### src/rtl/cm_pkg.sv
package cm_pkg;
  localparam int unsigned MODE_W = 2;
  typedef enum logic [MODE_W-1:0] {
    SLOT_IRQ  = 2'd0,
    SLOT_XOFF = 2'd1,
    SLOT_XON  = 2'd2,
    SLOT_ADDR = 2'd3
  } slot_mode_e;
endpackage

### src/rtl/cm_slot_cmp.sv
module cm_slot_cmp
  import cm_pkg::*;
#(
  parameter int unsigned DATA_W = 8
) (
  input  logic              valid_i,
  input  logic [DATA_W-1:0] data_i,
  input  logic              addr_bit_i,
  input  logic [DATA_W-1:0] ref_i,
  input  logic [MODE_W-1:0] mode_i,
  output logic              hit_o,
  output logic              xoff_hit_o,
  output logic              xon_hit_o,
  output logic              addr_hit_o,
  output logic              addr_slot_o
);
  logic eq;
  logic is_addr;

  assign eq          = (data_i == ref_i);
  assign is_addr     = (mode_i == SLOT_ADDR);
  // address slots only qualify on ninth-bit characters
  assign hit_o       = valid_i && eq && (!is_addr || addr_bit_i);
  assign xoff_hit_o  = hit_o && (mode_i == SLOT_XOFF);
  assign xon_hit_o   = hit_o && (mode_i == SLOT_XON);
  assign addr_hit_o  = hit_o && is_addr;
  assign addr_slot_o = is_addr;
endmodule

### src/rtl/cm_sticky_reg.sv
module cm_sticky_reg #(
  parameter int unsigned W = 3
) (
  input  logic         clk_i,
  input  logic         rst_ni,
  input  logic [W-1:0] set_i,
  input  logic [W-1:0] clr_i,
  output logic [W-1:0] q_o
);
  always_ff @(posedge clk_i or negedge rst_ni) begin
    if (!rst_ni) q_o <= '0;
    else         q_o <= (q_o & ~clr_i) | set_i;  // set beats clear
  end


  set_sticks_chk: assert property (@(posedge clk_i) disable iff (!rst_ni)
    (set_i != '0) |=> ((q_o & $past(set_i)) == $past(set_i)));

  no_spurious_set_chk: assert property (@(posedge clk_i) disable iff (!rst_ni)
    (set_i == '0) |=> ((q_o & ~$past(q_o)) == '0));

  clr_takes_chk: assert property (@(posedge clk_i) disable iff (!rst_ni)
    ((clr_i & ~set_i) != '0) |=> ((q_o & $past(clr_i & ~set_i)) == '0));
endmodule

### src/rtl/cm_flow_ctl.sv
module cm_flow_ctl (
  input  logic clk_i,
  input  logic rst_ni,
  input  logic valid_i,
  input  logic addr_bit_i,
  input  logic xoff_hit_i,
  input  logic xon_hit_i,
  input  logic addr_hit_i,
  input  logic addr_armed_i,
  output logic tx_pause_o,
  output logic addr_match_o
);
  always_ff @(posedge clk_i or negedge rst_ni) begin
    if (!rst_ni) begin
      tx_pause_o   <= 1'b0;
      addr_match_o <= 1'b0;
    end else begin
      if (xoff_hit_i)     tx_pause_o <= 1'b1;
      else if (xon_hit_i) tx_pause_o <= 1'b0;
      if (valid_i && addr_bit_i && addr_armed_i) addr_match_o <= addr_hit_i;
    end
  end


  pause_set_chk: assert property (@(posedge clk_i) disable iff (!rst_ni)
    xoff_hit_i |=> tx_pause_o);

  pause_release_chk: assert property (@(posedge clk_i) disable iff (!rst_ni)
    (xon_hit_i && !xoff_hit_i) |=> !tx_pause_o);

  addr_accept_chk: assert property (@(posedge clk_i) disable iff (!rst_ni)
    addr_hit_i |=> addr_match_o);

  idle_hold_chk: assert property (@(posedge clk_i) disable iff (!rst_ni)
    !valid_i |=> ($stable(tx_pause_o) && $stable(addr_match_o)));
endmodule

### src/rtl/char_match_top.sv
module char_match_top
  import cm_pkg::*;
#(
  parameter int unsigned DATA_W    = 8,
  parameter int unsigned NUM_SLOTS = 3
) (
  input  logic                        clk_i,
  input  logic                        rst_ni,
  input  logic [DATA_W-1:0]           rx_data_i,
  input  logic                        rx_valid_i,
  input  logic                        rx_addr_bit_i,
  input  logic [NUM_SLOTS*DATA_W-1:0] match_chars_i,
  input  logic [NUM_SLOTS*MODE_W-1:0] slot_mode_i,
  input  logic [NUM_SLOTS-1:0]        status_clr_i,
  input  logic                        summary_clr_i,
  input  logic [NUM_SLOTS-1:0]        irq_mask_i,
  output logic [NUM_SLOTS-1:0]        match_status_o,
  output logic                        summary_o,
  output logic                        irq_o,
  output logic                        tx_pause_o,
  output logic                        addr_match_o
);
  logic [NUM_SLOTS-1:0] hit, xoff_hit, xon_hit, addr_hit, addr_slot;

  for (genvar k = 0; k < NUM_SLOTS; k++) begin : g_slot
    cm_slot_cmp #(.DATA_W(DATA_W)) u_cmp (
      .valid_i    (rx_valid_i),
      .data_i     (rx_data_i),
      .addr_bit_i (rx_addr_bit_i),
      .ref_i      (match_chars_i[k*DATA_W +: DATA_W]),
      .mode_i     (slot_mode_i[k*MODE_W +: MODE_W]),
      .hit_o      (hit[k]),
      .xoff_hit_o (xoff_hit[k]),
      .xon_hit_o  (xon_hit[k]),
      .addr_hit_o (addr_hit[k]),
      .addr_slot_o(addr_slot[k])
    );
  end

  cm_sticky_reg #(.W(NUM_SLOTS)) u_status (
    .clk_i (clk_i),
    .rst_ni(rst_ni),
    .set_i (hit),
    .clr_i (status_clr_i),
    .q_o   (match_status_o)
  );

  cm_sticky_reg #(.W(1)) u_summary (
    .clk_i (clk_i),
    .rst_ni(rst_ni),
    .set_i (|hit),
    .clr_i (summary_clr_i),
    .q_o   (summary_o)
  );

  cm_flow_ctl u_flow (
    .clk_i       (clk_i),
    .rst_ni      (rst_ni),
    .valid_i     (rx_valid_i),
    .addr_bit_i  (rx_addr_bit_i),
    .xoff_hit_i  (|xoff_hit),
    .xon_hit_i   (|xon_hit),
    .addr_hit_i  (|addr_hit),
    .addr_armed_i(|addr_slot),
    .tx_pause_o  (tx_pause_o),
    .addr_match_o(addr_match_o)
  );

  assign irq_o = |(match_status_o & irq_mask_i);


  summary_tracks_chk: assert property (@(posedge clk_i) disable iff (!rst_ni)
    (match_status_o != $past(match_status_o)) && ((match_status_o & ~$past(match_status_o)) != '0)
      |-> summary_o);

  all_hits_land_chk: assert property (@(posedge clk_i) disable iff (!rst_ni)
    (hit != '0) |=> ((match_status_o & $past(hit)) == $past(hit)));
endmodule

### config.mk
export PLATFORM = sky130hd
export DESIGN_NAME = char_match_top
export DESIGN_NICKNAME = d
export VERILOG_FILES = /design/src/rtl/cm_pkg.sv /design/src/rtl/cm_slot_cmp.sv /design/src/rtl/cm_sticky_reg.sv /design/src/rtl/cm_flow_ctl.sv /design/src/rtl/char_match_top.sv
export SDC_FILE = /design/constraint.sdc
export NUM_CORES = 1
export LEC_CHECK = 0
export BUFFER_PORTS_ARGS = -buffer_cell sky130_fd_sc_hd__buf_2
export CORE_MARGIN = 2
export CORE_UTILIZATION = 40
export CTS_BUF_LIST = sky130_fd_sc_hd__clkbuf_4 sky130_fd_sc_hd__clkbuf_8
export DETAILED_ROUTE_END_ITERATION = 6
export PLACE_DENSITY_LB_ADDON = 0.12
export SLEW_MARGIN = 15
export SYNTH_ARGS = -nofsm -noshare
export SYNTH_HDL_FRONTEND = slang
export SYNTH_SLANG_ARGS = --single-unit
export TNS_END_PERCENT = 100
### constraint.sdc
create_clock -name clk_i -period 3.39 [get_ports clk_i]
set_clock_uncertainty 0.2 [all_clocks]
set_input_delay 0.678 -clock clk_i [delete_from_list [all_inputs] [get_ports clk_i]]
set_output_delay 0.678 -clock clk_i [all_outputs]
set_load 0.01 [all_outputs]
# Yosys cells after proc, flatten, opt, wreduce, memory -nomap -nowiden
# Index checks and enable logic that the tools add are counted.
dict set report totals {
  register_bits 6
  inputBits 49
  output_inout_bits 7
  word_cells 55
}
dict set report classes {
  n_eq_ne 12
  n_mux 2
  n_bitwise 7
  n_reduce_logical 30
}
# operator n
set ops {}
lappend ops {{$eq 8x8->1} 3}
lappend ops {{$reduce_or 3->1} 6}
lappend ops {{$logic_and 1x1->1} 17}
lappend ops {{$eq 2x2->1 const B} 6}
lappend ops {{$and 3x3->3} 2}
lappend ops {{$eq 2x1->1 const B} 3}
lappend ops {{$logic_not 1->1} 3}
lappend ops {{$logic_or 1x1->1} 3}
lappend ops {{$not 3->3} 1}
lappend ops {{$or 3x3->3} 1}
lappend ops {{$mux 1} 2}
lappend ops {{$reduce_bool 2->1} 1}
lappend ops {{$and 1x1->1} 1}
lappend ops {{$not 1->1} 1}
lappend ops {{$or 1x1->1} 1}

# Logic depth before layout (Yosys ltp)
dict set report depth {
  word_depth 8
  depth_mapped 6
  ltp_nobuf 6
}

# Cells and area by module
# Synthesis repeated with hierarchy kept, for this count alone.
dict set report hier_totals {
  cells_unflattened 88
  area_unflattened_um2 800.8
}
# mod n_inst cells_each area_each_um2 seq_area_each_um2
set modules_own_cells {}
lappend modules_own_cells {cm_slot_cmp 3 21 176.4 0.0}
lappend modules_own_cells {{cm_sticky_reg (u_status)} 1 9 108.9 75.1}
lappend modules_own_cells {cm_flow_ctl 1 6 81.3 50.0}
lappend modules_own_cells {char_match_top 1 7 45.0 0.0}
lappend modules_own_cells {{cm_sticky_reg (u_summary)} 1 3 36.3 25.0}

# Worst setup path before layout
# Ideal clock, no wire load.
dict set report synth_path {
  path_kind {input-to-reg}
  startpoint {input rx_data_i[0]}
  endpoint {register u_flow.tx_pause_o}
  setup_ns 0.124
  arrival_time_ns 1.877
  required_ns 3.066
  slack_ns 1.189
  stages 6
  path_buffers 0
  cell_sequence {xor2_1 -> nor4_2 -> nand4_2 -> or3b_1 -> a22oi_1 -> o21ai_1}
}
dict set report synth_via {
  elab_chain_len 6
  elab_cells_between_ends 19
  classes_between {eq/ne: 3; mux: 1; reduce/logical: 15}
}
# element line
set synth_lines {}
lappend synth_lines {{start, declared} char_match_top.sv:9} ;# input logic [DATA_W-1:0] rx_data_i,
lappend synth_lines {{$eq 8x8->1} cm_slot_cmp.sv:20} ;# assign eq = (data_i == ref_i);
lappend synth_lines {{$logic_and 1x1->1 (2 in a row)} cm_slot_cmp.sv:23} ;# assign hit_o = valid_i && eq && (!is_addr || addr_bit_i);
lappend synth_lines {{$logic_and 1x1->1 (on tied branches)} {cm_slot_cmp.sv:24, cm_slot_cmp.sv:25}}
lappend synth_lines {{$reduce_or 3->1 (on tied branches)} {char_match_top.sv:61, char_match_top.sv:62}}
lappend synth_lines {{$mux 1 / $reduce_bool 2->1 (equally long branches)} --}
lappend synth_lines {{end signal, assigned} cm_flow_ctl.sv:15} ;# tx_pause_o <= 1'b0;
lappend synth_lines {{end signal, assigned} cm_flow_ctl.sv:18} ;# if (xoff_hit_i) tx_pause_o <= 1'b1;
lappend synth_lines {{end signal, assigned} cm_flow_ctl.sv:19} ;# else if (xon_hit_i) tx_pause_o <= 1'b0;
lappend synth_lines {{end, declared} cm_flow_ctl.sv:10} ;# output logic tx_pause_o,
# Parallel ways exist; a longest one is shown, timed or not.
# A chain may end at the register's enable or synchronous reset.

# Final worst setup path
# Ends and elaborated chain as after synthesis.

==> metrics.cfg <==
[logic_synthesis]
yosys.area.top_type_share = 0.287
yosysUniqueCellTypes = 25
seq_area_frac_synth = 0.246
syn-num-nets = 120
synth_cells = 71
ys_async_sr_fraction = 1.00
synth_edf_count = 0
yosysTopAreaCell = xnor2_1
yosys-top-cells-area = xnor2_1 (29%), dfrtp_1 (25%), xor2_1 (5.7%)
syn_area_per_cell_um2 = 8.60
synth-seq-cells = 6
netlist_area_um2 = 611
synthFlopType = dfrtp_1
yosysWarnings = 0

[grt]
grt_use_total = 0.200
grt_pass1_wl_um = 2760
grt_max_degree = 7
antenna_found_initial = 0
overflow = 0
grt_pass1_vias = 759

[job]
drv_cap = 0

[setup_path]
end_kind = flop
setup.worst_path.start_class = input pin
required_ns = 3.32
arrival_ns = 2.11
cp_slowest_cell = or3b_1
max_stage_delay_ns = 0.41
cp_max_fo = 5
path_cells = buf_2, xor2_1, nor4_2, nand4_2, or3b_1, a22oi_1, o21ai_1
path_class = in -> reg

[cts]
cts_hold_buf = 0
path_clk_slew_ns = 0.04
insertion_delay_ns = 0.24
cts_max_level = 1
tritoncts = built
numCtsBuffers = 3
clock-sinks = 6
post-cts-setup-buffer-count = 0
cts_resized = 0
cts_root_buffer = clkbuf_4
clockBufferDepth = 2

[route]
ant_nets = 0
routed_via_density = 5.00
drt_iter0_markers = 11
via_count = 725
wirelength_um = 1620
wl_per_cell_um = 11.2
dr.pass1.iters = 6
route.detailed.drc = 0

[place]
portBuffers = 55
place_hpwl_um = 1430
place_congestion = 0.787

[sta]
setup_tns_ns = 0
max_freq_ghz = 0.458
post-route-period-util = 0.643
drv_slew = 0
relSlewSlack = 0.811
hold_ws_ns = 0.0454
finalSetupViolCount = 0
finalCriticalPeriod_ns = 2.18
max_slew.worst_pin.slew_ns = 0.281
hold_viol = 0
rsz0062_at_grt = false

[final_layout]
finish.utilization = 0.631
fillCellCount = 148
nets = 180
syn_to_final_growth_pct = 52.0
layout-drive-gt1-share = 0.465
diodes = 0

[floorplan]
dieArea_um2 = 1860
dieWidth_um = 43.1
io_pins = 56
core_um2 = 1470
die_h_um = 43.1
rows = 14
start_util = 0.415

[power]
sw_frac_of_total = 0.278
seqPwrFrac = 0.339
total_power_w = 0.000215
intPower_w = 0.000156
power_density_nw_per_um2 = 232
pwr-share-comb = 0.356
p_leak_nw = 0.465
p_clk_frac = 0.305
switchingPower_w = 0.0000599
vdd_drop_max_mv = 0.0897

[outcome]
run_status = complete, no violations

[min_path]
hp-class = in -> async

==> placed cells by master (no fill, tap or decap), drive strengths merged <==
cell	synthesis	final
nor3b	2	2
or3b	1	1
nor2	2	2
or3	2	2
a31oi	1	1
o221ai	1	1
a22oi	1	1
inv	6	6
o21ai	5	5
o2111ai	1	1
nor3	1	1
xor2	4	4
xnor2	20	20
nand2b	2	2
o2111a	1	1
a222oi	1	1
nor4	1	1
nand2	4	4
clkbuf	0	3
dfrtp	6	6
o31a	1	1
nand3	2	2
buf	0	55
a21oi	1	1
nand4	5	5
==> cell type report <==
cell class | instances | area, µm² | area share
inverters | 6 | 22.5 | 0.0243
repair buffers | 55 | 275 | 0.296
flip-flops and latches | 6 | 150 | 0.162
well taps | 16 | 20.0 | 0.0216
clock buffers | 3 | 22.5 | 0.0243
multi-input cells | 59 | 438 | 0.472
==> metal layers <==
layer	GRT usage	vias to the layer above	share of wire
met5	0	-	0
met2	0.364	41	0.53
met1	0.209	311	0.36
li1	-	371	-
met3	0.0383	2	0.10
met4	0.115	0	0.0049
==> critical path, delay by kind of cell <==
| kind | cells | cell delay [ns] |
|---|---|---|
| AOI/OAI and AO/OA | 2 | 0.26 |
| xor gates and xnor gates | 1 | 0.16 |
| buffers and inverters | 1 | 0.13 |
| and+or+nand+nor | 3 | 0.88 |
==> state kept, by name, summed over array words and instances, names as in the netlist <==
register             flops
u_summary.q_o            1
u_flow.addr_match_o      1
u_status.q_o             3
u_flow.tx_pause_o        1
==> final timing paths <==
path	from	end	slack, ns	cells after the start
setup reg to reg	u_flow.tx_pause_o	u_flow.tx_pause_o	2.36	3
min in group clk_i	u_flow.addr_match_o	u_flow.addr_match_o	0.30	2
setup / recovery	rx_data_i[0]	u_flow.tx_pause_o	1.21	7
hold reg to reg	u_flow.addr_match_o	u_flow.addr_match_o	0.30	2
max in group asynchronous	rst_ni	u_summary.q_o	2.80	1
hold / removal	rst_ni	u_status.q_o[2]	0.05	1
==> power groups by stage <==
stage | registers [W] | logic (W) | clock network (W)
floorplan | 0.0000745 | 0.0000341 | 0
global placement | 0.0000741 | 0.0000760 | 0
detailed placement | 0.0000741 | 0.0000774 | 0
CTS | 0.0000730 | 0.0000777 | 0.0000695
global route | 0.0000730 | 0.0000860 | 0.0000719
finish | 0.0000731 | 0.0000766 | 0.0000657
==> cells in the mapped netlist (2+ instances only) <==
library cell	instances
inv_1	6
nor3b_1	2
xor2_1	4
nand4_1	4
nand2b_1	2
nand2_1	4
dfrtp_1	6
nor2_1	2
nand3_1	2
xnor2_1	20
o21ai_0	4
or3_1	2
==> through the flow <==
step                setup WS, ns  std cells  area [µm²]
floorplan                   1.19         71         611
detailed placement         0.953        142         906
global placement           0.993        142         906
finish                      1.21        145         928
CTS                         1.22        145         928
global route                1.07        145         928
==> kinds of logic (layout without fill, tap and decap cells) <==
group | Yosys count | count (layout) | synth area share
xor+xnor | 24 | 24 | 0.344
buf+inv | 6 | 64 | 0.0369
simple gates | 22 | 22 | 0.223
flops | 6 | 6 | 0.246
compound gates | 13 | 13 | 0.150
No activity file was read; power rests on OpenSTA's default activity.
